`config.mk`:
```
export PLATFORM = sky130hd
export DESIGN_NAME = sop_array
export DESIGN_NICKNAME = d
export VERILOG_FILES = /design/src/rtl/sop_pkg.sv /design/src/rtl/sop_cfg_chain.sv /design/src/rtl/sop_and_plane.sv /design/src/rtl/sop_or_plane.sv /design/src/rtl/sop_array.sv
export SDC_FILE = /design/constraint.sdc
export NUM_CORES = 1
export LEC_CHECK = 0
export ABC_AREA = 1
export ABC_CLOCK_PERIOD_IN_PS = 1400
export BUFFER_PORTS_ARGS = -buffer_cell sky130_fd_sc_hd__buf_2
export CAP_MARGIN = 30
export CORE_MARGIN = 2
export CORE_UTILIZATION = 30
export DETAILED_ROUTE_END_ITERATION = 10
export PLACE_DENSITY = 0.46
export SYNTH_ARGS = -nofsm -noshare
export SYNTH_HDL_FRONTEND = slang
export SYNTH_SLANG_ARGS = --single-unit
```
`constraint.sdc`:
```
create_clock -name clk -period 1.4 [get_ports clk]
set_input_delay 0.21 -clock clk [delete_from_list [all_inputs] [get_ports clk]]
set_output_delay 0.21 -clock clk [all_outputs]
set_load 0.01 [all_outputs]
```
`src/rtl/sop_pkg.sv`:
```
package sop_pkg;
  // Position of a literal inside one term's selection field
  function automatic int lit_pos(input int inp, input bit inverted);
    return 2 * inp + (inverted ? 1 : 0);
  endfunction
endpackage

```
`src/rtl/sop_cfg_chain.sv`:
```
module sop_cfg_chain #(
  parameter int W = 50
) (
  input  logic         clk,
  input  logic         rst,
  input  logic         en,
  input  logic         din,
  output logic [W-1:0] cfg
);
  always_ff @(posedge clk) begin
    if (rst)     cfg <= '0;
    else if (en) cfg <= {cfg[W-2:0], din};
  end

  // new bit enters at the bottom of the chain on each enabled edge
  a_r2_shift_in: assert property (@(posedge clk) disable iff (rst)
    en |=> cfg[0] == $past(din));

  // no enable, no change
  a_r9_hold: assert property (@(posedge clk) disable iff (rst)
    !en |=> $stable(cfg));
endmodule

```
`src/rtl/sop_and_plane.sv`:
```
module sop_and_plane #(
  parameter int N_IN    = 3,
  parameter int N_TERMS = 6
) (
  input  logic [N_IN-1:0]           x,
  input  logic [N_TERMS*2*N_IN-1:0] sel,
  output logic [N_TERMS-1:0]        terms
);
  import sop_pkg::*;
  localparam int LW = 2 * N_IN;

  logic [LW-1:0] lits;

  for (genvar i = 0; i < N_IN; i++) begin : g_lit
    assign lits[lit_pos(i, 1'b0)] = x[i];
    assign lits[lit_pos(i, 1'b1)] = ~x[i];
  end

  for (genvar t = 0; t < N_TERMS; t++) begin : g_term
    logic [LW-1:0] tsel;
    assign tsel = sel[t*LW +: LW];
    // An empty selection yields 0 rather than the AND identity
    assign terms[t] = (|tsel) & (&(~tsel | lits));
  end
endmodule

```
`src/rtl/sop_or_plane.sv`:
```
module sop_or_plane #(
  parameter int N_TERMS = 6,
  parameter int N_OUT   = 2
) (
  input  logic [N_TERMS-1:0]       terms,
  input  logic [N_TERMS*N_OUT-1:0] links,
  input  logic [N_OUT-1:0]         pol,
  output logic [N_OUT-1:0]         f
);
  for (genvar o = 0; o < N_OUT; o++) begin : g_out
    logic sum;
    assign sum  = |(terms & links[o*N_TERMS +: N_TERMS]);
    assign f[o] = sum ^ pol[o];
  end
endmodule

```
`src/rtl/sop_array.sv`:
```
module sop_array #(
  parameter int N_IN    = 3,
  parameter int N_TERMS = 6,
  parameter int N_OUT   = 2
) (
  input  logic             clk,
  input  logic             rst,
  input  logic [N_IN-1:0]  x_in,
  input  logic             cfg_din,
  input  logic             cfg_en,
  output logic [N_OUT-1:0] y_out
);
  localparam int AW      = N_TERMS * 2 * N_IN;
  localparam int OW      = N_TERMS * N_OUT;
  localparam int CFG_W   = AW + OW + N_OUT;
  localparam int OR_BASE = N_OUT;
  localparam int AND_BASE = N_OUT + OW;

  logic [CFG_W-1:0]   cfg;
  logic [N_TERMS-1:0] terms;
  logic [N_OUT-1:0]   f;
  logic               rst_d;

  sop_cfg_chain #(.W(CFG_W)) u_chain (
    .clk (clk),
    .rst (rst),
    .en  (cfg_en),
    .din (cfg_din),
    .cfg (cfg)
  );

  sop_and_plane #(.N_IN(N_IN), .N_TERMS(N_TERMS)) u_and (
    .x     (x_in),
    .sel   (cfg[AND_BASE +: AW]),
    .terms (terms)
  );

  sop_or_plane #(.N_TERMS(N_TERMS), .N_OUT(N_OUT)) u_or (
    .terms (terms),
    .links (cfg[OR_BASE +: OW]),
    .pol   (cfg[N_OUT-1:0]),
    .f     (f)
  );

  always_ff @(posedge clk) begin
    rst_d <= rst;
    if (rst || cfg_en) y_out <= '0;
    else               y_out <= f;
  end

  // a shift cycle leaves the outputs low
  a_r8_quiet_load: assert property (@(posedge clk) disable iff (rst)
    cfg_en |=> y_out == '0);

  // first cycle out of reset sees cleared state
  a_r1_reset_clear: assert property (@(posedge clk) disable iff (rst)
    rst_d |-> (y_out == '0 && cfg == '0));
endmodule

```
==> flow_metrics.py, run 1 <==
metrics = {
    "clock_network": {
        "cts_tree": "done",
        "cts-root-buf": "clkbuf_8",
        "cts_resized": 0,
        "cts_sinks": 52,
        "ctsHoldBuffers": 0,
        "clock_path_buffers": 2,
        "ctsHtreeMaxLevel": 2,
        "cts_buffers": 5,
        "clkTransAtPathRegs_ps": 90,
        "post_cts_buffers": 0,
        "clkLatencyLatePin_ps": 300,
    },
    "setup_path": {
        "critPathKind": "reg2reg",
        "worstSetupStartpointType": "register",
        "crit_fanout": 4,
        "required_ps": 1610,
        "cp.arrival_ps": 1440,
        "end_kind": "register",
    },
    "floorplan": {
        "initial_core_util_pct": 31.3,
        "die_width_um": 91.4,
        "rows": 31,
        "coreArea_um2": 7330,
        "io_pins": 9,
        "die_h_um": 91.4,
        "fp.dieArea_um2": 8360,
    },
    "power": {
        "p_per_area_nw_per_um2": 1040,
        "power_frac_seq_pct": 58.0,
        "combPwrFrac_pct": 8.1,
        "vdd_drop_max_uv": 331,
        "p_leak_nw": 0.951,
        "p_sw_mw": 0.652,
        "switching_share_pct": 24.8,
        "power_mw": 2.63,
        "p_int_mw": 1.98,
        "power_frac_clock_pct": 33.9,
    },
    "final_layout": {
        "drive_above_1_share_pct": 11.2,
        "mostFrequentLayoutCell": "nand2_1",
        "postLayoutCoreUtil_pct": 34.5,
        "finalInstanceArea_um2": 2530,
        "final_nets": 345,
        "layout_common_cells": "nand2_1 (130), dfxtp_1 (52), a21oi_1 (42)",
        "area_growth_pct": 10.3,
        "antennaDiodeCount": 0,
    },
    "synthesis": {
        "ys_warn_count": 0,
        "synth_top_flop_cell": "dfxtp_1",
        "avgSynthCellArea_um2": 6.89,
        "synthDistinctLibCells": 21,
        "syn-cell-area_um2": 2290,
        "ys_seq_area_share_pct": 45.4,
        "ys_ff_latch": 52,
        "synth_cells": 333,
        "synth-edff-count": 0,
        "async_reset_ff_share_pct": 0,
        "syn-num-nets": 340,
    },
    "sta": {
        "hold_ws_ps": 168,
        "fin_skew_ps": 5.38,
        "finalCritPeriodShare_pct": 88.2,
        "finalHoldViolations": 0,
        "period_needed_ps": 1240,
        "maxSlewHeadroom_pct": 78.6,
        "setup_tns_ps": 0,
        "tightestPinTransition_ps": 321,
        "fmax_mhz": 809,
        "rsz0062_at_grt": "no",
        "setup_violations": 0,
        "maxSlewViolCount": 0,
    },
    "placed_design": {
        "place_hpwl_mm": 3.79,
        "dpl_cell_area_um2": 2440,
        "gp_congestion": 0.755,
        "port_buffers": 8,
    },
    "drt": {
        "via_per_inst": 4.62,
        "drtIter0Drc": 58,
        "dr.pass1.iters": 4,
        "finalWirelength_mm": 5.58,
        "via_count": 2023,
        "drtAntennaViolNets": 0,
        "drc": 0,
        "wl_per_cell_um": 12.7,
    },
    "grt": {
        "grt_max_degree": 36,
        "antenna_found_initial": 0,
        "grt_pass1_vias": 1967,
        "grt.total_usage_pct": 14.4,
        "grt_pass1_wl_mm": 9.69,
        "gr-total-overflow": 0,
    },
    "job": {
        "drv_cap": 0,
    },
    "run_status": {
        "status": "complete, no violations",
    },
    "worst_hold_path": {
        "hold_class": "in2reg",
    },
}
-- sequential cells by signal (all words and copies together) (netlist names) --
signal	cells
y_out	2
u_chain.cfg	50
-- cells by family after synthesis --
kind of cell,Yosys count,share of synthesized area [%]
buffers and inverters,32,6.44
and+or+nand+nor,193,34.9
AOI/OAI and AO/OA,56,13.3
DFF,52,45.4
-- final cells by class --
class | count | area (um2)
sequential | 52 | 1040
multi-input combinational | 249 | 1100
clock buffer | 8 | 90.1
fill | 812 | 4800
tap | 99 | 124
inverter | 13 | 50.0
timing repair buffer | 17 | 120
-- per-layer routing --
| layer | GRT usage (%) | part of all wire, % |
|---|---|---|
| met4 | 4.55 | 1.4 |
| met2 | 22.6 | 45 |
| met3 | 2.82 | 2.0 |
| met1 | 19.7 | 52 |
| met5 | 0 | 0 |
-- worst max-delay path, stage by stage, from the launching register on --
cell and delay (ps):
dfxtp_1 350, or2_1 230, o21ai_1 130, nand4_1 110, nand2_1 80, inv_2 40
a21oi_1 130, nor2_1 60
-- final timing paths --
kind / startpoint / end / cells after the start / slack (ps)
setup / recovery: u_chain.cfg[18] / y_out[1] / 7 / 160
hold reg to reg: u_chain.cfg[1] / u_chain.cfg[1] / 2 / 480
setup reg to reg: u_chain.cfg[18] / y_out[1] / 7 / 160
hold / removal: rst / u_chain.cfg[20] / 2 / 170
-- synth_stat cells, types with 3 or more instances --
master / instances / share of area [%]
dfxtp_1: 52 / 45
a21oi_1: 42 / 9.2
nand3_1: 6 / 1.3
nand4_1: 12 / 3.3
inv_1: 6 / 0.98
a211oi_1: 10 / 3.3
nand2_1: 130 / 21
nor2_2: 8 / 2.2
o21ai_1: 3 / 0.65
buf_2: 3 / 0.65
nor2_1: 33 / 5.4
inv_2: 4 / 0.65
clkbuf_1: 12 / 2.0
-- metrics by stage --
| step | setup slack (ps) | instances |
|---|---|---|
| after floorplan | 303 | 333 |
| after global routing | 70.7 | 438 |
| after CTS | 160 | 438 |
| after detailed placement | -31.3 | 430 |
| after global placement | -13.4 | 430 |
| final | 165 | 438 |
-- power groups by stage --
stage	sequential, mW	clock (mW)	combinational, mW
floorplan	1.55	0	0.150
global placement	1.56	0	0.215
detailed placement	1.56	0	0.217
CTS	1.52	0.936	0.217
global route	1.53	0.994	0.240
finish	1.52	0.891	0.213
Note: power is estimated with default switching activity, not from simulation.
==> inputs of run 2 (changes only) <==
--- a/config.mk
+++ b/config.mk
@@ -10,9 +10,9 @@
 export BUFFER_PORTS_ARGS = -buffer_cell sky130_fd_sc_hd__buf_2
 export CAP_MARGIN = 30
 export CORE_MARGIN = 2
-export CORE_UTILIZATION = 30
+export CORE_UTILIZATION = 25
 export DETAILED_ROUTE_END_ITERATION = 10
-export PLACE_DENSITY = 0.46
+export PLACE_DENSITY = 0.4
 export SYNTH_ARGS = -nofsm -noshare
 export SYNTH_HDL_FRONTEND = slang
 export SYNTH_SLANG_ARGS = --single-unit
==> run 2 against run 1 <==
Clock power up 1%. Setup slack worse by 20 ps. Sequential cell count did not move. Combinational power grew 3%. Hold slack better by 3.6 ps. Via count increased by 0.40%. Critical path depth grew 1. Utilization is 5.4 points lower. Non-clock buffer count decreased by 1.
==> flow_metrics.py, run 2 (same netlist as run 1, synthesis figures left out) <==
metrics = {
    "run_status": {
        "status": "complete, no violations",
    },
    "clock_network": {
        "ctsHtreeMaxLevel": 2,
        "clkLatencyLatePin_ps": 310,
        "clkTransAtPathRegs_ps": 100,
        "post_cts_buffers": 0,
        "cts_buffers": 5,
        "cts_sinks": 52,
        "cts-root-buf": "clkbuf_8",
        "clock_path_buffers": 2,
        "ctsHoldBuffers": 0,
        "cts_resized": 0,
        "cts_tree": "done",
    },
    "setup_path": {
        "reg2reg_from": "u_chain.cfg[47]",
        "cp_common_cell": "nand2_1",
        "cpLargestDelayFamily": "simple AND/OR/NAND/NOR gates",
        "path_buf_inv": 0,
        "critPathKind": "reg2reg",
        "crit_fanout": 4,
        "end_kind": "register",
        "worstSetupStartpointType": "register",
        "cp_slowest_stage_delay_ps": 420,
        "cp.arrival_ps": 1480,
        "required_ps": 1620,
        "critPathLaunch": "u_chain.cfg[47]",
        "crit_slowest_cell": "dfxtp_1",
        "path_cells": "nand2_1 -> and2_1 -> nand4_1 -> nand2_1 -> nor2_2 -> nand3_2 -> nand2_1 -> nor2_1",
    },
    "drt": {
        "via_count": 2031,
        "drtAntennaViolNets": 0,
        "dr.pass1.iters": 4,
        "drc": 0,
        "wl_per_cell_um": 13.5,
        "finalWirelength_mm": 6.00,
        "via_per_inst": 4.55,
        "drtIter0Drc": 86,
    },
    "placed_design": {
        "place_hpwl_mm": 4.16,
        "place_inst": 438,
        "dp_slack_ps": -39.0,
        "port_buffers": 8,
        "gp_congestion": 0.767,
    },
    "final_layout": {
        "drive_above_1_share_pct": 11.5,
        "fill_cells": 964,
        "postLayoutCoreUtil_pct": 29.1,
        "final_nets": 344,
        "largestRegisters": "u_chain.cfg (50), y_out (2)",
        "mostFrequentLayoutCell": "nand2_1",
        "area_growth_pct": 11.7,
        "largest_register": "u_chain.cfg",
        "final_cell_count_no_fill": 446,
        "largest_register_ffs": 50,
        "layout_common_cells": "nand2_1 (130), dfxtp_1 (52), a21oi_1 (42)",
        "antennaDiodeCount": 0,
    },
    "sta": {
        "maxSlewHeadroom_pct": 76.7,
        "fmax_mhz": 797,
        "finalHoldViolations": 0,
        "finalCritPeriodShare_pct": 89.7,
        "tightestPinTransition_ps": 350,
        "fin_ws_ps": 145,
        "maxSlewViolCount": 0,
        "setup_violations": 0,
        "rsz0062_at_grt": "no",
        "fin_skew_ps": 4.29,
        "period_needed_ps": 1260,
    },
    "floorplan": {
        "rows": 34,
        "io_pins": 9,
        "fp.dieArea_um2": 9960,
        "die_h_um": 99.8,
        "initial_core_util_pct": 26.0,
        "die_width_um": 99.8,
        "coreArea_um2": 8810,
    },
    "power": {
        "vdd_drop_max_uv": 344,
        "p_per_area_nw_per_um2": 1030,
        "power_mw": 2.65,
        "p_leak_nw": 0.950,
    },
    "worst_hold_path": {
        "worstHoldStart": "cfg_din",
        "hold_class": "in2reg",
    },
    "grt": {
        "grt.total_usage_pct": 12.9,
        "grt_pass1_vias": 1941,
        "grt_max_degree": 49,
        "grt_pass1_wl_mm": 10.1,
        "gr-total-overflow": 0,
        "antenna_found_initial": 0,
    },
    "job": {
        "drv_cap": 0,
    },
}
[run 2: power breakdown]
part           switching [mW]  leakage (nW)  internal, mW
clock network           0.548        0.0404         0.356
logic                   0.148         0.488        0.0725
registers              0.0205         0.421          1.50
[run 2: layout make-up]
cell class | instances | area [um2] | share of cell area, %
clock buffers | 5 | 68.8 | 2.69
clock inverters | 3 | 23.8 | 0.928
inverters | 13 | 50.0 | 1.95
multi-input cells | 249 | 1100 | 43.1
flip-flops and latches | 52 | 1040 | 40.6
well taps | 108 | 135 | 5.28
repair buffers | 16 | 138 | 5.37
[run 2: final timing paths]
check                           slack [ps]  depth (start not counted)         endpoint
worst max-delay path                   140                          8         y_out[1]
worst min-delay path                   170                          3   u_chain.cfg[0]
worst max register to register         140                          8         y_out[1]
worst min register to register         490                          2  u_chain.cfg[49]
[run 2: tightest hold or removal path: cells and delay by family]
kind	cells	cell delay, ps
and+or+nand+nor	1	90
buffers and inverters	1	90
AOI/OAI and AO/OA	1	50
[run 2: metrics by stage]
step | hold WS, ps | TNS [ps] | instance area [um2]
after floorplan | 386 | 0 | 2290
after global placement | 472 | -80.6 | 2470
after detailed placement | 478 | -76.9 | 2470
after CTS | 157 | 0 | 2560
after global routing | 166 | 0 | 2560
final | 172 | 0 | 2560
[run 2: routing by layer]
layer / global-route usage, % / part of all wire (%) / vias to the layer above
li1: - / - / 1084
met1: 18.3 / 52 / 918
met2: 19.9 / 44 / 23
met3: 2.37 / 2.4 / 6
met4: 4.43 / 1.5 / 0
met5: 0 / 0 / -
